===== config.mk =====
export PLATFORM = sky130hd
export DESIGN_NAME = hostbus_regif
export DESIGN_NICKNAME = d
export VERILOG_FILES = /design/src/rtl/hostbus_pkg.sv /design/src/rtl/hostbus_access.sv /design/src/rtl/hostbus_cmdfifo.sv /design/src/rtl/hostbus_irq.sv /design/src/rtl/hostbus_regif.sv
export SDC_FILE = /design/constraint.sdc
export NUM_CORES = 2
export LEC_CHECK = 0
export ABC_AREA = 0
export BUFFER_PORTS_ARGS = -buffer_cell sky130_fd_sc_hd__buf_4
export CORE_ASPECT_RATIO = 0.7
export CORE_MARGIN = 2
export CORE_UTILIZATION = 45
export CTS_CLUSTER_DIAMETER = 100
export DETAILED_ROUTE_END_ITERATION = 10
export GPL_TIMING_DRIVEN = 1
export SYNTH_ARGS = -nofsm -noshare
export SYNTH_HDL_FRONTEND = slang
export SYNTH_SLANG_ARGS = --single-unit

===== constraint.sdc =====
create_clock -name clk -period 3.4 [get_ports clk]
set_clock_uncertainty 0.15 [all_clocks]
set_input_delay 0.68 -clock clk [delete_from_list [all_inputs] [get_ports clk]]
set_output_delay 0.68 -clock clk [all_outputs]
set_load 0.05 [all_outputs]

===== src/rtl/hostbus_pkg.sv =====
package hostbus_pkg;
  typedef enum logic [1:0] {ACC_IDLE, ACC_BUSY, ACC_DONE} acc_state_e;
  typedef enum logic [1:0] {TGT_NONE, TGT_REG, TGT_PTR} tgt_e;
endpackage


===== src/rtl/hostbus_access.sv =====
module hostbus_access #(
  parameter int ACC_LAT = 3
) (
  input  logic clk,
  input  logic rst,
  input  logic sel_i,
  input  logic strobe_i,
  output logic wait_o,
  output logic commit_o
);
  import hostbus_pkg::*;
  localparam int CW = (ACC_LAT > 1) ? $clog2(ACC_LAT) : 1;

  acc_state_e     state_q;
  logic [CW-1:0]  cnt_q;
  logic           wait_q;
  logic           commit_q;
  logic           req;

  assign req = sel_i && strobe_i;

  always_ff @(posedge clk) begin
    if (rst) begin
      state_q  <= ACC_IDLE;
      cnt_q    <= '0;
      wait_q   <= 1'b1;
      commit_q <= 1'b0;
    end else begin
      commit_q <= 1'b0;
      case (state_q)
        ACC_IDLE: if (req) begin
          state_q <= ACC_BUSY;
          cnt_q   <= CW'(ACC_LAT - 1);
          wait_q  <= 1'b0;
        end
        ACC_BUSY: if (cnt_q == '0) begin
          state_q  <= ACC_DONE;
          wait_q   <= 1'b1;
          commit_q <= 1'b1;
        end else begin
          cnt_q <= cnt_q - 1'b1;
        end
        ACC_DONE: if (!req) state_q <= ACC_IDLE;
        default: state_q <= ACC_IDLE;
      endcase
    end
  end

  assign wait_o   = wait_q;
  assign commit_o = commit_q;

  assert_wait_fall_needs_access_R3: assert property (@(posedge clk) disable iff (rst)
    $fell(wait_q) |-> $past(req));
  assert_commit_with_wait_high_R3: assert property (@(posedge clk) disable iff (rst)
    commit_q |-> wait_q);
  assert_single_commit_R3: assert property (@(posedge clk) disable iff (rst)
    commit_q |=> !commit_q);
endmodule


===== src/rtl/hostbus_cmdfifo.sv =====
module hostbus_cmdfifo #(
  parameter int DW    = 16,
  parameter int DEPTH = 4
) (
  input  logic          clk,
  input  logic          rst,
  input  logic          push_i,
  input  logic [DW-1:0] data_i,
  input  logic          pop_i,
  output logic [DW-1:0] data_o,
  output logic          valid_o,
  output logic          full_o,
  output logic          empty_o,
  output logic          req_o
);
  localparam int AW = (DEPTH > 1) ? $clog2(DEPTH) : 1;
  localparam int CW = $clog2(DEPTH + 1);

  logic [DW-1:0] mem [DEPTH];
  logic [AW-1:0] wr_ptr_q, rd_ptr_q;
  logic [CW-1:0] count_q, count_nxt;
  logic          req_q, do_push, do_pop;

  assign full_o  = (count_q == CW'(DEPTH));
  assign empty_o = (count_q == '0);
  assign do_push = push_i && !full_o;
  assign do_pop  = pop_i && !empty_o;

  always_comb begin
    count_nxt = count_q;
    if (do_push && !do_pop) count_nxt = count_q + 1'b1;
    if (do_pop && !do_push) count_nxt = count_q - 1'b1;
  end

  always_ff @(posedge clk) begin
    if (do_push) mem[wr_ptr_q] <= data_i;
  end

  always_ff @(posedge clk) begin
    if (rst) begin
      wr_ptr_q <= '0;
      rd_ptr_q <= '0;
      count_q  <= '0;
      req_q    <= 1'b0;
    end else begin
      if (do_push) wr_ptr_q <= AW'((32'(wr_ptr_q) + 1) % DEPTH);
      if (do_pop)  rd_ptr_q <= AW'((32'(rd_ptr_q) + 1) % DEPTH);
      count_q <= count_nxt;
      req_q   <= push_i ? 1'b0 : (count_nxt != CW'(DEPTH));
    end
  end

  assign data_o  = mem[rd_ptr_q];
  assign valid_o = !empty_o;
  assign req_o   = req_q;

  assert_req_drops_after_push_R11: assert property (@(posedge clk) disable iff (rst)
    push_i |=> !req_q);
  assert_no_overflow_R11: assert property (@(posedge clk) disable iff (rst)
    count_q <= CW'(DEPTH));
  assert_full_push_ignored_R11: assert property (@(posedge clk) disable iff (rst)
    (full_o && push_i && !pop_i) |=> (count_q == $past(count_q)));
endmodule


===== src/rtl/hostbus_irq.sv =====
module hostbus_irq #(
  parameter int SW = 2
) (
  input  logic          clk,
  input  logic          rst,
  input  logic [SW-1:0] status_i,
  input  logic [SW-1:0] enable_i,
  input  logic          clr_i,
  output logic          irq_o
);
  logic match, match_q, irq_q;

  assign match = |(status_i & enable_i);

  always_ff @(posedge clk) begin
    if (rst) begin
      match_q <= 1'b0;
      irq_q   <= 1'b0;
    end else begin
      match_q <= match;
      if (clr_i)                 irq_q <= 1'b0;
      else if (match && !match_q) irq_q <= 1'b1;
    end
  end

  assign irq_o = irq_q;

  assert_clear_on_access_R10: assert property (@(posedge clk) disable iff (rst)
    clr_i |=> !irq_q);
  assert_set_only_on_rise_R9: assert property (@(posedge clk) disable iff (rst)
    $rose(irq_q) |-> $past(match && !match_q));
endmodule


===== src/rtl/hostbus_regif.sv =====
module hostbus_regif #(
  parameter int          AW         = 7,
  parameter int          DW         = 16,
  parameter int          NREGS      = 64,
  parameter int          ACC_LAT    = 3,
  parameter int          FIFO_DEPTH = 4,
  parameter logic [15:0] CTRL_RST   = 16'h0C01
) (
  input  logic          clk,
  input  logic          rst,
  input  logic          width16_strap_i,
  input  logic          indirect_strap_i,
  input  logic          sel_i,
  input  logic          rd_i,
  input  logic          wr_hi_i,
  input  logic          wr_lo_i,
  input  logic [AW-1:0] addr_i,
  input  logic [DW-1:0] wdata_i,
  output logic [DW-1:0] rdata_o,
  output logic          wait_o,
  output logic          wait_oe_o,
  output logic          irq_od_oe_o,
  output logic          irq_pp_n_o,
  output logic          dma_req_o,
  input  logic          dma_ack_i,
  input  logic          cmd_pop_i,
  output logic [DW-1:0] cmd_data_o,
  output logic          cmd_valid_o
);
  import hostbus_pkg::*;
  localparam int IW   = $clog2(NREGS);
  localparam int HALF = DW / 2;

  logic          mode_w16_q, mode_ind_q;
  logic [IW-1:0] ptr_q;
  logic [DW-1:0] regs [NREGS];
  logic [DW-1:0] rdata_q, wd, rv;
  logic [1:0]    be;
  logic [IW-1:0] idx;
  tgt_e          tgt;
  logic          any_wr, commit, fifo_full, fifo_empty, irq;

  // Straps captured only while reset is held
  always_ff @(posedge clk) begin
    if (rst) begin
      mode_w16_q <= width16_strap_i;
      mode_ind_q <= indirect_strap_i;
    end
  end

  assign any_wr = wr_hi_i || wr_lo_i;

  hostbus_access #(.ACC_LAT(ACC_LAT)) acc_i (
    .clk(clk), .rst(rst), .sel_i(sel_i), .strobe_i(rd_i || any_wr),
    .wait_o(wait_o), .commit_o(commit));

  assign wait_oe_o = sel_i;

  // Address decode
  always_comb begin
    tgt = TGT_NONE;
    idx = '0;
    if (!mode_ind_q) begin
      tgt = TGT_REG;
      idx = IW'(addr_i[AW-1:1]);
    end else if (addr_i[3:1] == 3'd0) begin
      tgt = TGT_PTR;
    end else if (addr_i[3:1] == 3'd1) begin
      tgt = TGT_REG;
      idx = ptr_q;
    end
  end

  // Lane steering
  always_comb begin
    if (mode_w16_q) begin
      be = {wr_hi_i, wr_lo_i};
      wd = wdata_i;
    end else begin
      be = any_wr ? (addr_i[0] ? 2'b10 : 2'b01) : 2'b00;
      wd = {wdata_i[HALF-1:0], wdata_i[HALF-1:0]};
    end
  end

  always_comb begin
    case (tgt)
      TGT_REG: rv = regs[idx];
      TGT_PTR: rv = {{(DW-IW){1'b0}}, ptr_q};
      default: rv = '0;
    endcase
  end

  always_ff @(posedge clk) begin
    if (rst) begin
      for (int i = 0; i < NREGS; i++) regs[i] <= (i == 0) ? DW'(CTRL_RST) : '0;
      ptr_q   <= '0;
      rdata_q <= '0;
    end else if (commit) begin
      if (tgt == TGT_REG) begin
        if (be[1]) regs[idx][DW-1:HALF] <= wd[DW-1:HALF];
        if (be[0]) regs[idx][HALF-1:0]  <= wd[HALF-1:0];
      end
      if (tgt == TGT_PTR && be[0]) ptr_q <= wd[IW-1:0];
      else if (tgt == TGT_REG && mode_ind_q && (mode_w16_q || addr_i[0])) ptr_q <= ptr_q + 1'b1;
      if (rd_i) rdata_q <= mode_w16_q ? rv
                          : {{HALF{1'b0}}, (addr_i[0] ? rv[DW-1:HALF] : rv[HALF-1:0])};
    end
  end

  assign rdata_o = rdata_q;

  hostbus_cmdfifo #(.DW(DW), .DEPTH(FIFO_DEPTH)) fifo_i (
    .clk(clk), .rst(rst), .push_i(dma_ack_i && any_wr && !sel_i), .data_i(wdata_i),
    .pop_i(cmd_pop_i), .data_o(cmd_data_o), .valid_o(cmd_valid_o),
    .full_o(fifo_full), .empty_o(fifo_empty), .req_o(dma_req_o));

  hostbus_irq #(.SW(2)) irq_i (
    .clk(clk), .rst(rst), .status_i({fifo_full, fifo_empty}), .enable_i(regs[1][1:0]),
    .clr_i(commit), .irq_o(irq));

  assign irq_od_oe_o = irq;
  assign irq_pp_n_o  = ~irq;

  assert_straps_frozen_R12: assert property (@(posedge clk) disable iff (rst)
    1'b1 |=> ($stable(mode_w16_q) && $stable(mode_ind_q)));
  assert_ptr_steps_by_one_R7: assert property (@(posedge clk) disable iff (rst)
    (commit && tgt == TGT_REG && mode_ind_q && mode_w16_q) |=> (ptr_q == $past(ptr_q) + 1'b1));
endmodule


==> results.json <==
{
  "fp.dieH_um": 285,
  "power_frac_seq_pct": 49.2,
  "crit_type": "reg -> reg",
  "firstDrtPassIters": 5,
  "min_period_ns": 3.54,
  "hpwl_um": 111000,
  "ys_top_cells_by_area": "edfxtp_1 64%, and2_1 6.4%, nor2_1 4.7%",
  "r2r_cells": 13,
  "grt_pass1_wl_um": 242000,
  "grt_start_max_net_pins": 129,
  "drc": 0,
  "end_kind": "flop",
  "cts_made_buffers": 111,
  "syn_nets": 4376,
  "dieArea_um2": 116000,
  "avgRoutedWirePerCell_um": 25.9,
  "cp-start-kind": "flop",
  "nNetsFinal": 4863,
  "synth_cells": 4332,
  "die_x_um": 406,
  "yosysSeqAreaShare_pct": 66.0,
  "synth-edff-count": 1090,
  "worst_pin_slew_ns": 0.986,
  "clockBufferDepth": 3,
  "setup_viol": 12,
  "whs_path_depth": 1,
  "final_area_um2": 62500,
  "hold_path_class": "in -> reg",
  "diodes": 0,
  "ys_ff_latch": 1130,
  "clock_sinks": 1130,
  "drv_cap": 0,
  "cts_tree": "built",
  "clk_latency_ns": 0.74,
  "cp.required_ns": 3.88,
  "synth_common_cells": "1090 x edfxtp_1, 641 x nor2_1, 518 x and2_1, 477 x nand2_1, 198 x clkbuf_1",
  "num_vias": 37767,
  "drive_gt1_share_pct": 22.8,
  "cp.arrival_ns": 4.02,
  "status": "finished with violations",
  "drt-total-wl_um": 167000,
  "synth_top_cell_area_share_pct": 64.4,
  "num_rows": 103,
  "synth-main-ff-cell": "edfxtp_1",
  "syn_to_final_growth_pct": 22.9,
  "peakVddDrop_uv": 414,
  "layout.cells.non_filler": 6434,
  "p_sw_mw": 8.32,
  "route.detailed.vias_per_inst": 5.87,
  "netlist_area_um2": 50800,
  "grt_pass1_vias": 35536,
  "place_congestion": 0.942,
  "finalSetupTns_ns": -0.796,
  "dp_slack_ns": -0.970,
  "antenna_found_initial": 0,
  "max_freq_ghz": 0.282,
  "dpl-instance-area_um2": 57800,
  "final_util_pct": 55.6,
  "synth_cell_type_count": 76,
  "power_mw": 32.4,
  "yosysWarnings": 0,
  "ys_async_sr_fraction_pct": 0,
  "slew_viol_final": 0,
  "rsz0062_at_grt": "true",
  "switching_share_pct": 25.7,
  "powerDensity_nw_per_um2": 518,
  "io_pins": 71,
  "grtUsageTotal_pct": 28.6,
  "avgSynthCellArea_um2": 11.7,
  "drt_first_iter_violations": 5319,
  "worstPathMaxFanout": 12,
  "path_clk_slew_ns": 0.06,
  "power_frac_comb_pct": 12.6,
  "ant_nets": 0,
  "setup_ws_ns": -0.144,
  "leakagePower_nw": 23.4,
  "fin_crit_sh_pct": 104,
  "cts_root_buf": "clkbuf_16",
  "dp.cells": 6183,
  "internal_power_mw": 24.1,
  "core_area_um2": 112000,
  "finalHoldViolCount": 0,
  "synth.most_common_cell": "edfxtp_1",
  "holdWs_ns": 0.0446,
  "violations": "negative setup slack",
  "max-slew-margin-rel_pct": 32.9,
  "clockPowerShare_pct": 38.3,
  "cts_max_level": 3,
  "io_buffers": 70,
  "synth_top_area_cell": "edfxtp_1",
  "initial_core_util_pct": 45.2,
  "gr-total-overflow": 0,
  "fillers": 9384
}
## what timing repair did
action / 4_1_cts / 5_1_grt
resized for setup: 61 / 22
setup endpoints to repair: 16 / 16
buffers inserted: 28 / 2
endpoints found under the hold margin: 15 / 0
hold buffers: 6 / 0
cloned: 10 / 0
pin swaps: 21 / 10
## sequential cells by signal, summed over array words and instances, names as in the netlist, 2 cells and up, named ones only
signal and cells:
regs 1024, fifo_i.mem 64, rdata_o 16, ptr_q 6, fifo_i.count_q 3, acc_i.cnt_q 2
acc_i.state_q 2, fifo_i.rd_ptr_q 2, fifo_i.wr_ptr_q 2
## cells in the final DEF (no fill, tap or decap), types with 13 or more instances in the layout
cell type  synthesis  final
nor3_1            47     41
inv_1             15     15
o41ai_2            1     22
buf_12             0     90
clkbuf_1         198     22
a21oi_1           31     30
and2_1           518    518
clkinv_1           0     22
clkinv_2           0     24
nand2_1          477    468
nor4_1            26     19
mux2i_1           25     17
nor2b_1           14     13
o22ai_1          155    152
mux4_2            16     16
or2_2             65     65
and3_1           146    144
a211oi_1         150    140
o21ai_0           41     40
a31oi_1          114    113
nand2b_2           0     57
clkbuf_16          0    111
buf_4             12    583
dfxtp_1           40     40
nor2_1           641    633
edfxtp_1        1090   1090
nand3_1          121    121
## cells by family (layout without fill, tap and decap cells)
group / count (synthesis) / after routing / share of synthesized area [%]
XOR/XNOR: 6 / 6 / 0.103
flip-flops: 1130 / 1130 / 66.0
multiplexers: 45 / 45 / 1.29
adder cells (fa/ha/maj): 11 / 11 / 0.271
AND/OR/NAND/NOR: 2190 / 2191 / 21.2
AO/OA/AOI/OAI: 607 / 607 / 8.27
buffers and inverters: 343 / 922 / 2.92
## worst paths after layout
kind                                           startpoint                          end  slack, ns
worst max register to register       mode_ind_q$_DFFE_PP_     rdata_o[13]$_SDFFE_PP0P_      -0.14
worst max-delay path                 mode_ind_q$_DFFE_PP_     rdata_o[13]$_SDFFE_PP0P_      -0.14
worst min-delay path                          wdata_i[11]  fifo_i.mem[0][11]$_DFFE_PP_       0.04
worst min register to register  acc_i.wait_o$_SDFFE_PP1P_    acc_i.wait_o$_SDFFE_PP1P_       0.33
## cell type report
class	instances	area [µm²]	share of cell area, %
repair buffers	701	6680	10.7
clock buffers	136	2900	4.65
flip-flops and latches	1130	33500	53.7
multi-input cells	2860	16700	26.8
inverters	15	56.3	0.0901
well taps	1522	1900	3.05
clock inverters	70	676	1.08
## worst max-delay path, stage by stage, from the launching register on
cell,delay [ns]
edfxtp_1,0.40
buf_6,0.17
buf_4,0.14
nand2b_1,0.18
buf_4,0.17
o21ai_4,0.43
buf_4,0.38
a32oi_1,0.20
buf_4,0.18
a21oi_1,0.45
or4b_4,0.27
buf_4,0.10
a2bb2oi_1,0.15
nor2_1,0.05
## power by group through the flow
| stage | clock network, mW | registers, mW | logic (mW) |
|---|---|---|---|
| 6_report | 12.4 | 15.9 | 4.07 |
| 3_5_place_dp | 0 | 16.2 | 3.80 |
| 4_1_cts | 12.5 | 15.9 | 3.99 |
| 3_3_place_gp | 0 | 16.2 | 3.78 |
| 2_1_floorplan | 0 | 16.1 | 2.02 |
| 5_1_grt | 13.0 | 16.0 | 4.25 |
## routing by layer
layer  track usage (%)  share of wire (%)  vias up
met3              6.60                 12      224
met1              44.9                 45    18730
li1                  -                  -    16716
met2              39.6                 41     2097
met4              7.04                2.3        0
met5                 0                  0        -
Power figures use the tool's default switching activity.
